==> src/rtl/baud_pkg.sv <==
package baud_pkg;

    localparam int CODE_W   = 2;
    localparam int FINE_W   = 8;
    localparam int RATE_W   = CODE_W + FINE_W;
    localparam int SEL_W    = 3;
    localparam int NSRC     = 4;
    localparam int NGEN     = 2;
    localparam int DATA_W   = 32;
    localparam int ADDR_W   = 2;
    localparam int PRE_W    = 2 * ((1 << CODE_W) - 1) + 1;

    localparam int OUTSEL_BIT = 31;
    localparam int SELA_LSB   = 20;
    localparam int SELB_LSB   = 16;

    localparam logic [ADDR_W-1:0] ADR_RATE_A = ADDR_W'(0);
    localparam logic [ADDR_W-1:0] ADR_RATE_B = ADDR_W'(1);
    localparam logic [ADDR_W-1:0] ADR_CTRL   = ADDR_W'(2);

    localparam logic [RATE_W-1:0] RATE_RST = RATE_W'(10'h0FF);

    typedef enum logic {
        GS_HALT = 1'b0,
        GS_RUN  = 1'b1
    } gen_state_e;

    function automatic int sel_lsb(input int g);
        return (g == 0) ? SELA_LSB : SELB_LSB;
    endfunction

    // last prescaler count for a given coarse code: 2<<(2*code) - 1
    function automatic logic [PRE_W-1:0] presc_last(input logic [CODE_W-1:0] code);
        logic [PRE_W:0] span;
        span = (PRE_W+1)'(1) << (2 * int'(code) + 1);
        span = span - (PRE_W+1)'(1);
        return span[PRE_W-1:0];
    endfunction

    function automatic logic src_valid(input logic [SEL_W-1:0] s);
        case (s)
            3'd0, 3'd1, 3'd2, 3'd4: return 1'b1;
            default:                return 1'b0;
        endcase
    endfunction

    function automatic logic src_pick(input logic [SEL_W-1:0] s,
                                      input logic [NSRC-1:0] t);
        case (s)
            3'd0:    return t[0];
            3'd1:    return t[1];
            3'd4:    return t[2];
            3'd2:    return t[3];
            default: return 1'b0;
        endcase
    endfunction

endpackage

==> src/rtl/baud_regs.sv <==
module baud_regs
    import baud_pkg::*;
(
    input  logic                       clk,
    input  logic                       rst_n,
    input  logic                       wr_en,
    input  logic [ADDR_W-1:0]          wr_addr,
    input  logic [DATA_W-1:0]          wr_data,
    input  logic [ADDR_W-1:0]          rd_addr,
    output logic [DATA_W-1:0]          rd_data,
    output logic [NGEN-1:0][RATE_W-1:0] rate,
    output logic [NGEN-1:0]            rate_wr,
    output logic [NGEN-1:0][SEL_W-1:0] sel,
    output logic                       out_b
);

    logic [NGEN-1:0][RATE_W-1:0] rate_q;
    logic [NGEN-1:0][SEL_W-1:0]  sel_q;
    logic                        outb_q;
    logic                        ctrl_wr;
    logic                        unused_wdata;

    assign unused_wdata = ^wr_data;
    assign ctrl_wr      = wr_en && (wr_addr == ADR_CTRL);

    for (genvar g = 0; g < NGEN; g++) begin : g_reg
        localparam logic [ADDR_W-1:0] MY_ADR = (g == 0) ? ADR_RATE_A : ADR_RATE_B;
        localparam int                MY_LSB = (g == 0) ? SELA_LSB : SELB_LSB;

        assign rate_wr[g] = wr_en && (wr_addr == MY_ADR);

        always_ff @(posedge clk) begin
            if (!rst_n) begin
                rate_q[g] <= RATE_RST;
                sel_q[g]  <= '0;
            end else begin
                if (rate_wr[g])
                    rate_q[g] <= wr_data[RATE_W-1:0];
                if (ctrl_wr)
                    sel_q[g] <= wr_data[MY_LSB +: SEL_W];
            end
        end

        AST_RATE_LOAD: assert property (@(posedge clk) disable iff (!rst_n)
            rate_wr[g] |=> (rate_q[g] == $past(wr_data[RATE_W-1:0])));
    end

    always_ff @(posedge clk) begin
        if (!rst_n)
            outb_q <= 1'b0;
        else if (ctrl_wr)
            outb_q <= wr_data[OUTSEL_BIT];
    end

    always_comb begin
        rd_data = '0;
        case (rd_addr)
            ADR_RATE_A: rd_data[RATE_W-1:0] = rate_q[0];
            ADR_RATE_B: rd_data[RATE_W-1:0] = rate_q[1];
            ADR_CTRL: begin
                rd_data[OUTSEL_BIT] = outb_q;
                for (int g = 0; g < NGEN; g++)
                    rd_data[sel_lsb(g) +: SEL_W] = sel_q[g];
            end
            default: rd_data = '0;
        endcase
    end

    assign rate  = rate_q;
    assign sel   = sel_q;
    assign out_b = outb_q;

    AST_CTRL_LOAD: assert property (@(posedge clk) disable iff (!rst_n)
        ctrl_wr |=> (out_b == $past(wr_data[OUTSEL_BIT])));

endmodule

==> src/rtl/baud_gen.sv <==
module baud_gen
    import baud_pkg::*;
(
    input  logic              clk,
    input  logic              rst_n,
    input  logic [RATE_W-1:0] rate,
    input  logic              rate_wr,
    input  logic [SEL_W-1:0]  sel,
    input  logic [NSRC-1:0]   src_tick,
    output logic              pulse_o
);

    gen_state_e        state_q, state_d;
    logic [PRE_W-1:0]  pc_q, pc_d, pc_last;
    logic [FINE_W-1:0] fc_q, fc_d, fine_n;
    logic              pulse_q, pulse_d;
    logic              tick_sel, sel_ok;

    assign sel_ok   = src_valid(sel);
    assign tick_sel = src_pick(sel, src_tick);
    assign pc_last  = presc_last(rate[RATE_W-1:FINE_W]);
    assign fine_n   = rate[FINE_W-1:0];

    // state transitions: GS_HALT -> GS_RUN on a valid select,
    // GS_RUN -> GS_HALT on an invalid one
    always_comb begin
        state_d = state_q;
        unique case (state_q)
            GS_HALT: if (sel_ok)  state_d = GS_RUN;
            GS_RUN:  if (!sel_ok) state_d = GS_HALT;
        endcase
    end

    always_ff @(posedge clk) begin
        if (!rst_n)
            state_q <= GS_HALT;
        else
            state_q <= state_d;
    end

    // counters and pulse
    always_comb begin
        pc_d    = pc_q;
        fc_d    = fc_q;
        pulse_d = 1'b0;
        if (rate_wr) begin
            pc_d = '0;
            fc_d = '0;
        end else begin
            unique case (state_q)
                GS_HALT: begin
                    pc_d = '0;
                    fc_d = '0;
                end
                GS_RUN: begin
                    if (tick_sel) begin
                        if (pc_q == pc_last) begin
                            pc_d = '0;
                            if (fc_q == fine_n) begin
                                fc_d    = '0;
                                pulse_d = 1'b1;
                            end else begin
                                fc_d = fc_q + 1'b1;
                            end
                        end else begin
                            pc_d = pc_q + 1'b1;
                        end
                    end
                end
            endcase
        end
    end

    always_ff @(posedge clk) begin
        if (!rst_n) begin
            pc_q    <= '0;
            fc_q    <= '0;
            pulse_q <= 1'b0;
        end else begin
            pc_q    <= pc_d;
            fc_q    <= fc_d;
            pulse_q <= pulse_d;
        end
    end

    assign pulse_o = pulse_q;

    AST_PULSE_SINGLE: assert property (@(posedge clk) disable iff (!rst_n)
        pulse_q |=> !pulse_q);
    AST_PULSE_AFTER_TICK: assert property (@(posedge clk) disable iff (!rst_n)
        pulse_q |-> $past(tick_sel));
    AST_NO_SOURCE_QUIET: assert property (@(posedge clk) disable iff (!rst_n)
        !sel_ok |=> !pulse_q);
    AST_WRITE_RESTART: assert property (@(posedge clk) disable iff (!rst_n)
        rate_wr |=> !pulse_q);

endmodule

==> src/rtl/dual_baud_gen.sv <==
module dual_baud_gen
    import baud_pkg::*;
(
    input  logic              clk,
    input  logic              rst_n,
    input  logic [NSRC-1:0]   src_tick,
    input  logic              wr_en,
    input  logic [ADDR_W-1:0] wr_addr,
    input  logic [DATA_W-1:0] wr_data,
    input  logic [ADDR_W-1:0] rd_addr,
    output logic [DATA_W-1:0] rd_data,
    output logic              pulse_a,
    output logic              pulse_b,
    output logic              clk_out
);

    logic [NGEN-1:0][RATE_W-1:0] rate;
    logic [NGEN-1:0]             rate_wr;
    logic [NGEN-1:0][SEL_W-1:0]  sel;
    logic [NGEN-1:0]             pulse;
    logic                        out_b;

    baud_regs u_regs (
        .clk     (clk),
        .rst_n   (rst_n),
        .wr_en   (wr_en),
        .wr_addr (wr_addr),
        .wr_data (wr_data),
        .rd_addr (rd_addr),
        .rd_data (rd_data),
        .rate    (rate),
        .rate_wr (rate_wr),
        .sel     (sel),
        .out_b   (out_b)
    );

    for (genvar g = 0; g < NGEN; g++) begin : g_gen
        baud_gen u_gen (
            .clk      (clk),
            .rst_n    (rst_n),
            .rate     (rate[g]),
            .rate_wr  (rate_wr[g]),
            .sel      (sel[g]),
            .src_tick (src_tick),
            .pulse_o  (pulse[g])
        );
    end

    assign pulse_a = pulse[0];
    assign pulse_b = pulse[1];
    assign clk_out = out_b ? pulse[1] : pulse[0];

    AST_OUT_IDLE: assert property (@(posedge clk) disable iff (!rst_n)
        (!pulse_a && !pulse_b) |-> !clk_out);

endmodule

==> config.mk <==
export PLATFORM = sky130hd
export DESIGN_NAME = dual_baud_gen
export DESIGN_NICKNAME = d
export VERILOG_FILES = /design/src/rtl/baud_pkg.sv /design/src/rtl/baud_regs.sv /design/src/rtl/baud_gen.sv /design/src/rtl/dual_baud_gen.sv
export SDC_FILE = /design/constraint.sdc
export NUM_CORES = 1
export LEC_CHECK = 0
export BUFFER_PORTS_ARGS = -buffer_cell sky130_fd_sc_hd__buf_2
export CAP_MARGIN = 20
export CORE_MARGIN = 2
export CORE_UTILIZATION = 40
export CTS_CLUSTER_SIZE = 25
export DETAILED_ROUTE_END_ITERATION = 8
export HOLD_SLACK_MARGIN = 0.05
export MAX_ROUTING_LAYER = met4
export PLACE_DENSITY = 0.63
export SYNTH_ARGS = -nofsm -noshare
export SYNTH_HDL_FRONTEND = slang
export SYNTH_SLANG_ARGS = --single-unit
==> constraint.sdc <==
create_clock -name clk -period 3.4 [get_ports clk]
set_clock_uncertainty 0.1 [all_clocks]
set_input_delay 0.17 -clock clk [delete_from_list [all_inputs] [get_ports clk]]
set_output_delay 0.17 -clock clk [all_outputs]
set_load 0.1 [all_outputs]
==> results of run 1 <==
## layout make-up
cell class                      count  area share
Clock buffer                       11      0.0350
Clock inverter                      5      0.0124
Inverter                            7     0.00651
Multi-Input combinational cell    331       0.507
Sequential cell                    61       0.303
Tap cell                          105      0.0326
Timing Repair Buffer               66       0.104
## cell usage after synthesis, types with 8 or more instances
| master | instances | area share |
|---|---|---|
| buf_4 | 15 | 0.033 |
| a31oi_1 | 9 | 0.016 |
| dfxtp_1 | 61 | 0.35 |
| xor2_1 | 17 | 0.043 |
| clkbuf_1 | 15 | 0.016 |
| nand2_1 | 59 | 0.064 |
| nor2_1 | 19 | 0.021 |
| a21oi_1 | 17 | 0.025 |
| and2_1 | 9 | 0.016 |
| nor2b_1 | 9 | 0.016 |
| mux2i_1 | 17 | 0.049 |
| a211oi_1 | 8 | 0.017 |
| nor3_1 | 17 | 0.025 |
| nand3_1 | 35 | 0.051 |
## final timing paths
| kind | end | slack [ns] | cells past startpoint |
|---|---|---|---|
| setup / recovery | g_gen[0].u_gen.fc_q[5] | 1.04 | 5 |
| hold / removal | u_regs.rate[8] | 0.11 | 4 |
| setup reg to reg | g_gen[0].u_gen.fc_q[5] | 1.04 | 5 |
| hold reg to reg | u_regs.rate[15] | 0.40 | 2 |
## cell families (layout without fill, tap and decap cells)
kind of cell    Yosys count  after routing  synth area share
buf+inv                  42             89            0.0655
compound gates           82             82             0.173
flops                    61             61             0.355
mux                      20             20            0.0593
fa+ha+maj                 4              4            0.0145
xor+xnor                 23             23            0.0585
simple gates            187            187             0.273
other cells               1             15           0.00109
## per-stage QoR
| step | hold WS, ns | setup slack, ns | utilization | instances |
|---|---|---|---|---|
| CTS | 0.169 | 1.03 | 0.488 | 585 |
| floorplan | 0.194 | 1.12 | - | 434 |
| global placement | 0.302 | 1.06 | 0.444 | 552 |
| global route | 0.151 | 0.883 | 0.489 | 586 |
| detailed placement | 0.307 | 1.05 | 0.444 | 552 |
| finish | 0.114 | 1.04 | 0.489 | 586 |
## critical path: cells and delay by family, from the launching register on
family          cells  cell delay [ns]
mux                 1             0.37
simple gates        1             0.26
buf+inv             1             0.23
compound gates      2             0.85
flops               1             0.44
## power breakdown
part,switching [mW],internal [mW],total (mW)
Clock,0.280,0.353,0.634
Combinational,0.236,0.0831,0.319
Sequential,0.0304,0.736,0.767
Total,0.546,1.17,1.72
## cells in the final DEF (no fill, tap or decap), types with 8 or more instances in the layout
| cell type | n |
|---|---|
| nor2b_1 | 9 |
| buf_2 | 48 |
| a211oi_1 | 8 |
| conb_1 | 15 |
| dfxtp_1 | 61 |
| nor3_1 | 17 |
| nand2_1 | 59 |
| mux2i_1 | 17 |
| a31oi_1 | 9 |
| xor2_1 | 17 |
| a21oi_1 | 17 |
| dlygate4sd3_1 | 17 |
| clkbuf_8 | 10 |
| nor2_1 | 19 |
| nand3_1 | 35 |
| and2_1 | 9 |
## registers in the layout, summed over array words and instances (netlist names)
signal and flops:
g_gen.u_gen.fc_q 16, g_gen.u_gen.pc_q 14, g_gen.u_gen.pulse_o 2, g_gen.u_gen.state_q 2, u_regs.out_b 1, u_regs.rate 20, u_regs.sel 6
## timing repair
item | CTS | global route
resized for setup | 0 | 0
hold buffers | 17 | 0
hold endpoints to repair | 27 | 0
## layer usage
metal,part of all wire,up-vias
li1,-,1598
met1,0.48,1458
met2,0.45,99
met3,0.048,11
met4,0.023,0
met5,0,-
==> flow_summary.yaml, run 1 <==
final_layout:
  drive_gt1_frac: 0.150
  multi_input_area_sq_um: 2050
  final_nets: 523
  antenna_cells: 0
  regArea_sq_um: 1220
  fin_area_sq_um: 4040
  area.growth.synth_to_final_pct: 17.3
  fillCellCount: 813
routing:
  dr_total_vias: 3166
  drt_first_pass_iters: 4
  first_iter_violations: 177
  drc: 0
  viasPerCell: 5.40
  postRouteAntennaNets: 0
  drt-wirelength-per-cell_microns: 13.9
  routed_wl_microns: 8170
pwr:
  powerDensity_nw_per_um2: 426
  vdd_drop_max_v: 0.000219
  p_leak_nw: 1.66
  power.total_mw: 1.72
run:
  maxCapViolCount: 0
synth:
  yosysWarnings: 0
  ys_seq_elements: 61
  synth_seq_area_share: 0.355
  synthArstFlopShare: 0
  ys_types: 61
  synth_cells: 420
  synth-edff-count: 0
  netlist_area_sq_um: 3440
  synth_flop_cell: "dfxtp_1"
  syn_area_per_cell_sq_um: 8.19
floorplanning:
  ios: 78
  rows: 33
  die_area_sq_um: 9360
  fp.dieH_microns: 96.7
  core_sq_um: 8260
  start_util: 0.417
  die_x_microns: 96.7
global_route:
  antenna_found_initial: 0
  met3_usage: 0.0397
  gr-usage-all-layers: 0.190
  grt_overflow: 0
  grt_max_degree: 34
  grt_use_met1: 0.249
  met2_usage: 0.285
  grt-busiest-layer: "met2"
  grt_pass1_wl_microns: 14300
  grt_pass1_vias: 2962
clocking:
  post-cts-setup-buffers: 0
  cts_max_level: 3
  cts_tree: "done"
  path_clk_slew_ns: 0.07
  cts_inserted_buffers: 9
  clock_path_buffers: 2
  numClockSinks: 61
  root_buffer: "clkbuf_8"
  clock_latency_ns: 0.34
timing:
  setup_viol: 0
  finalCritPeriodShare: 0.694
  rsz0062_at_grt: "no"
  min_period_ns: 2.36
  timing.fmax_mhz: 424
  worst_slew_pin_slew_ns: 0.703
  hold_viol_final: 0
  setup-tns-final_ns: 0
  maxSlewViolCount: 0
  slew_headroom: 0.530
setup_path:
  cp_max_fo: 10
  crit_start: "u_regs.sel[0]"
  r2r_start: "u_regs.sel[0]"
  crit_arrival_ns: 2.49
  cp-start-kind: "register"
  endpoint_kind: "register"
  required_ns: 3.53
  max_stage_delay_ns: 0.63
  worst-setup-path-type: "reg2reg"
  cp_cell_sequence: "mux2_2 > a211oi_2 > inv_1 > and3_1 > a32o_1"
  cp_slowest_cell: "a211oi_2"
worst_hold_path:
  min_path_type: "in2reg"
  min-delay-start: "wr_addr[0]"
place:
  gp_congestion: 0.844
  portBuffers: 47
  placedInstanceArea_sq_um: 3670
  hpwlAfterDp_microns: 5860
status:
  outcome: "finished, final reports clean"
(Power assumes the default switching activity.)
==> run 2, diff against run 1 <==
--- a/config.mk
+++ b/config.mk
@@ -13,7 +13,7 @@
 export DETAILED_ROUTE_END_ITERATION = 8
 export HOLD_SLACK_MARGIN = 0.05
 export MAX_ROUTING_LAYER = met4
-export PLACE_DENSITY = 0.63
+export PLACE_DENSITY = 0.65
 export SYNTH_ARGS = -nofsm -noshare
 export SYNTH_HDL_FRONTEND = slang
 export SYNTH_SLANG_ARGS = --single-unit
==> constraint.sdc (replaced) <==
create_clock -name clk -period 1.9 [get_ports clk]
set_clock_uncertainty 0.1 [all_clocks]
set_input_delay 0.095 -clock clk [delete_from_list [all_inputs] [get_ports clk]]
set_output_delay 0.095 -clock clk [all_outputs]
set_load 0.1 [all_outputs]
==> run 2 against run 1 <==
- the run now ends with negative setup slack left
- first-iteration DRC count shrank 27%
- maximum frequency grew 18%
- setup slack lost 1.1 ns
- die area is the same
- critical path depth is the same
- sequential share of layout area shrank 3.5 points
- via count grew 7.2%
- clock power grew 75%
- cell count grew 9.4%
- combinational power grew 120%
- count of clock-buffer cells in the layout shrank 1
- largest cell class unchanged
- largest power group unchanged
==> flow_summary.yaml, run 2 (synthesis results as in run 1) <==
status:
  outcome: "complete, but fails checks"
  violations: "negative setup slack"
clocking:
  root_buffer: "clkbuf_8"
  cts_tree: "done"
  clock_path_buffers: 2
  numClockSinks: 61
  cts_max_level: 3
  path_clk_slew_ns: 0.07
  cts_inserted_buffers: 9
  clock_latency_ns: 0.35
final_layout:
  largest_register_ffs: 20
  final_common_cell: "nand2_1"
  fillCellCount: 760
  fin_area_sq_um: 4610
  antenna_cells: 0
  area.growth.synth_to_final_pct: 34.1
  drive_gt1_frac: 0.291
  final_nets: 579
  multi_input_area_sq_um: 2180
  regArea_sq_um: 1230
  layout_common_cells: "59 x nand2_1, 55 x dfxtp_1, 55 x buf_4"
run:
  maxCapViolCount: 0
pwr:
  seqPwrFrac: 0.429
  p_int_mw: 2.13
  p_switching_mw: 1.03
  powerDensity_nw_per_um2: 687
  pwr-share-clk: 0.350
  sw_frac_of_total: 0.326
  combPwrFrac: 0.221
  p_leak_nw: 1.97
  vdd_drop_max_v: 0.000448
setup_path:
  worst_r2r_endpoint: "g_gen[0].u_gen.fc_q[7]"
  cp_max_fo: 8
  required_ns: 2.05
  regToRegSetupSlack_ns: -0.10
  crit_start: "g_gen[0].u_gen.pc_q[1]"
  cp-start-kind: "register"
  cp_slowest_cell: "or4b_4"
  max_stage_delay_ns: 0.57
  cp_cell_sequence: "nor4_4 > a31oi_2 > or4b_4 > a211o_1 > a32o_1"
  crit_path_end: "g_gen[0].u_gen.fc_q[7]"
  crit_arrival_ns: 2.15
  reg2reg_depth: 5
  endpoint_kind: "register"
  r2r_start: "g_gen[0].u_gen.pc_q[1]"
  worst-setup-path-type: "reg2reg"
global_route:
  grt_overflow: 0
  grt_max_degree: 31
  grt_pass1_vias: 3250
  antenna_found_initial: 0
  gr-usage-all-layers: 0.203
  grt_pass1_wl_microns: 15200
routing:
  dr_total_vias: 3393
  drc: 0
  postRouteAntennaNets: 0
  routed_wl_microns: 9400
  drt-wirelength-per-cell_microns: 14.7
  drt_first_pass_iters: 4
  first_iter_violations: 130
  viasPerCell: 5.29
timing:
  finalCritPeriodShare: 1.05
  min_period_ns: 2.00
  slew_headroom: 0.659
  setup_viol: 6
  hold_viol_final: 0
  hold_slack_ns: 0.119
  rsz0062_at_grt: "yes"
  timing.fmax_mhz: 499
  maxSlewViolCount: 0
  worst_slew_pin_slew_ns: 0.510
  setup_ws_ns: -0.102
place:
  hpwlAfterDp_microns: 6720
  dp_worst_setup_slack_ns: -0.219
  placedInstanceArea_sq_um: 4120
  portBuffers: 47
  gp_congestion: 0.851
worst_hold_path:
  min_path_type: "in2reg"
floorplanning:
  start_util: 0.417
  ios: 78
  die_x_microns: 96.7
  die_area_sq_um: 9360
  fp.dieH_microns: 96.7
  rows: 33
  core_sq_um: 8260
[run 2: cell count changes in the layout (fill, tap and decap cells not counted), sizes merged]
cell      delta
clkinv       -1
clkinvlp     +1
buf         +56
clkbuf       -1
[run 2: per-stage QoR]
stage               power (mW)  instances  TNS (ns)  utilization
finish                    3.17        641    -0.311        0.559
floorplan                 1.87        434    -0.200            -
global placement          2.01        606    -0.960        0.499
global route              3.30        641    -0.781        0.559
CTS                       3.16        639    -0.192        0.546
detailed placement        2.02        606     -1.67        0.499
[run 2: area by class of cell]
cell class,instances,share of cell area
clock buffer,10,0.0277
clock inverter,5,0.0114
inverter,7,0.00569
multi-input combinational,331,0.473
sequential,61,0.267
tap,105,0.0285
timing repair buffer,122,0.187
[run 2: how the worst min path moves through the flow]
stage | start | end | slack [ns] | cells after the start
floorplan | wr_data[0] | u_regs.rate[0] | 0.12 | 2
global placement | wr_data[2] | u_regs.rate[2] | 0.23 | 3
detailed placement | wr_data[6] | u_regs.rate[6] | 0.23 | 3
CTS | rst_n | g_gen[1].u_gen.pc_q[1] | 0.1 | 3
global route | rst_n | g_gen[1].u_gen.pc_q[1] | 0.14 | 3
finish | rst_n | g_gen[1].u_gen.pc_q[1] | 0.12 | 3
[run 2: routing by layer]
metal  wire length, microns  vias up  GRT usage  share of wire
met3                    444       13     0.0412          0.047
met2                   4340       98      0.317           0.46
met5                      0        -          -              0
met4                    164        0     0.0845          0.017
met1                   4450     1571      0.256           0.47
li1                       -     1711          -              -
[run 2: what timing repair did]
action / CTS / global route
setup buffers: 1 / 2
endpoints found under the hold margin: 27 / 0
pin swaps: 2 / 5
hold buffers: 17 / 0
setup endpoints to repair: 14 / 25
resized for setup: 9 / 19
[run 2: critical path: cells and delay by family, from the launching register on]
family	cells	cell delay (ns)
flops	1	0.34
simple gates	2	0.86
compound gates	3	0.59
[run 2: power groups by stage]
stage / combinational (mW) / sequential, mW / clock, mW
after floorplan: 0.494 / 1.38 / 0
after global placement: 0.620 / 1.39 / 0
after detailed placement: 0.628 / 1.39 / 0
after CTS: 0.664 / 1.36 / 1.13
after global routing: 0.742 / 1.36 / 1.19
final: 0.700 / 1.36 / 1.11
==> run 3, diff against run 2 <==
--- a/config.mk
+++ b/config.mk
@@ -17,3 +17,4 @@
 export SYNTH_ARGS = -nofsm -noshare
 export SYNTH_HDL_FRONTEND = slang
 export SYNTH_SLANG_ARGS = --single-unit
+export TNS_END_PERCENT = 20
==> run 3 against run 2 <==
- highest routed layer unchanged
- the run still ends with negative setup slack left
- register-to-register slack better by 0.06 ns
- via count up 1.1%
- critical path type unchanged
- worst hold slack better by 0.021 ns
- flip-flop and latch count unchanged
- power down 2.6%
==> flow_summary.yaml, run 3 (synthesis results as in run 1) <==
status:
  outcome: "complete, but fails checks"
  violations: "negative setup slack"
floorplanning:
  start_util: 0.417
  core_sq_um: 8260
  rows: 33
  die_area_sq_um: 9360
  fp.dieH_microns: 96.7
  ios: 78
  die_x_microns: 96.7
global_route:
  grt_pass1_wl_microns: 14900
  gr-usage-all-layers: 0.195
  grt_pass1_vias: 3147
  antenna_found_initial: 0
  grt_max_degree: 29
  grt_overflow: 0
timing:
  setup_ws_ns: -0.0450
  worst_slew_pin_slew_ns: 0.562
  finalCritPeriodShare: 1.02
  hold_viol_final: 0
  timing.fmax_mhz: 514
  setup_viol: 4
  setup-tns-final_ns: -0.157
  maxSlewViolCount: 0
  min_period_ns: 1.94
  slew_headroom: 0.624
  rsz0062_at_grt: "yes"
clocking:
  cts_max_level: 3
  cts_inserted_buffers: 9
  path_clk_slew_ns: 0.06
  numClockSinks: 61
  cts_tree: "done"
  root_buffer: "clkbuf_8"
  clock_latency_ns: 0.33
  clock_path_buffers: 2
setup_path:
  endpoint_kind: "register"
  regToRegSetupSlack_ns: -0.04
  cp_slowest_cell: "or4b_4"
  r2r_start: "u_regs.rate[9]"
  cp-start-kind: "register"
  worst_r2r_endpoint: "g_gen[0].u_gen.fc_q[6]"
  cp_cell_sequence: "a211oi_2 > nor2_1 > or4b_4 > a211o_1 > a32o_1"
  reg2reg_depth: 5
  cp_max_fo: 8
  max_stage_delay_ns: 0.59
  crit_start: "u_regs.rate[9]"
  required_ns: 2.02
  worst-setup-path-type: "reg2reg"
  crit_arrival_ns: 2.07
  crit_path_end: "g_gen[0].u_gen.fc_q[6]"
routing:
  drt_first_pass_iters: 5
  dr_total_vias: 3431
  drt-wirelength-per-cell_microns: 14.5
  postRouteAntennaNets: 0
  drc: 0
  routed_wl_microns: 9230
  viasPerCell: 5.38
  first_iter_violations: 123
place:
  gp_congestion: 0.871
  hpwlAfterDp_microns: 6580
  placedInstanceArea_sq_um: 4060
  portBuffers: 47
final_layout:
  antenna_cells: 0
  largest_register_ffs: 20
  fin_util: 0.547
  fillCellCount: 760
  fin_area_sq_um: 4520
  final_nets: 576
  final_common_cell: "nand2_1"
  multi_input_area_sq_um: 2120
  drive_gt1_frac: 0.257
  regArea_sq_um: 1230
  layout_common_cells: "59 x nand2_1, 58 x dfxtp_1, 51 x buf_4"
  area.growth.synth_to_final_pct: 31.3
pwr:
  powerDensity_nw_per_um2: 684
  vdd_drop_max_v: 0.000356
  p_leak_nw: 1.94
worst_hold_path:
  min_path_type: "in2reg"
  whs_path_depth: 4
run:
  maxCapViolCount: 0
==> run 3: routing by layer <==
layer | part of all wire | track usage
met3 | 0.054 | 0.0311
met5 | 0 | -
met2 | 0.47 | 0.316
met1 | 0.46 | 0.247
met4 | 0.016 | 0.0672
==> run 3: what timing repair did <==
action                                 in CTS  in global routing
buffers inserted                            1                  0
pin swaps                                   9                  5
endpoints found under the hold margin      27                  0
cloned                                      0                  0
hold buffers                               20                  0
resized for setup                          12                  9
setup endpoints to repair                  18                 25
==> run 3: per-stage QoR <==
| step | hold WS [ns] | total power [mW] | instances | setup WS (ns) |
|---|---|---|---|---|
| global placement | 0.227 | 2.00 | 603 | -0.146 |
| detailed placement | 0.226 | 2.01 | 603 | -0.166 |
| CTS | 0.116 | 3.10 | 639 | -0.109 |
| floorplan | 0.119 | 1.86 | 434 | -0.234 |
| finish | 0.140 | 3.09 | 638 | -0.0450 |
| global route | 0.143 | 3.23 | 638 | -0.103 |
==> run 3: cell type report <==
type                            instances  share of cell area
Clock buffer                           14              0.0382
Clock inverter                          1             0.00111
Inverter                                7             0.00582
Multi-Input combinational cell        331               0.470
Sequential cell                        61               0.272
Tap cell                              105              0.0291
Timing Repair Buffer                  119               0.184
==> run 3: how the worst min path moves through the flow <==
stage | from | to
CTS | wr_en | u_regs.rate[9]
finish | wr_en | u_regs.rate[8]
floorplan | wr_data[0] | u_regs.rate[0]
global route | wr_en | u_regs.rate[9]
global placement | wr_data[3] | u_regs.rate[3]
detailed placement | wr_data[7] | u_regs.rate[7]
==> run 3: critical path: cells and delay by family, from the launching register on <==
family | cells | cell delay, ns
flip-flops | 1 | 0.37
AO/OA/AOI/OAI | 3 | 0.69
AND/OR/NAND/NOR | 2 | 0.68
==> run 3: power by group <==
part / switching, mW / internal (mW) / total (mW) / leakage, nW
sequential: 0.0425 / 1.32 / 1.36 / 0.499
clock: 0.477 / 0.573 / 1.05 / 0.0926
combinational: 0.465 / 0.214 / 0.680 / 1.35
total: 0.984 / 2.10 / 3.09 / 1.94
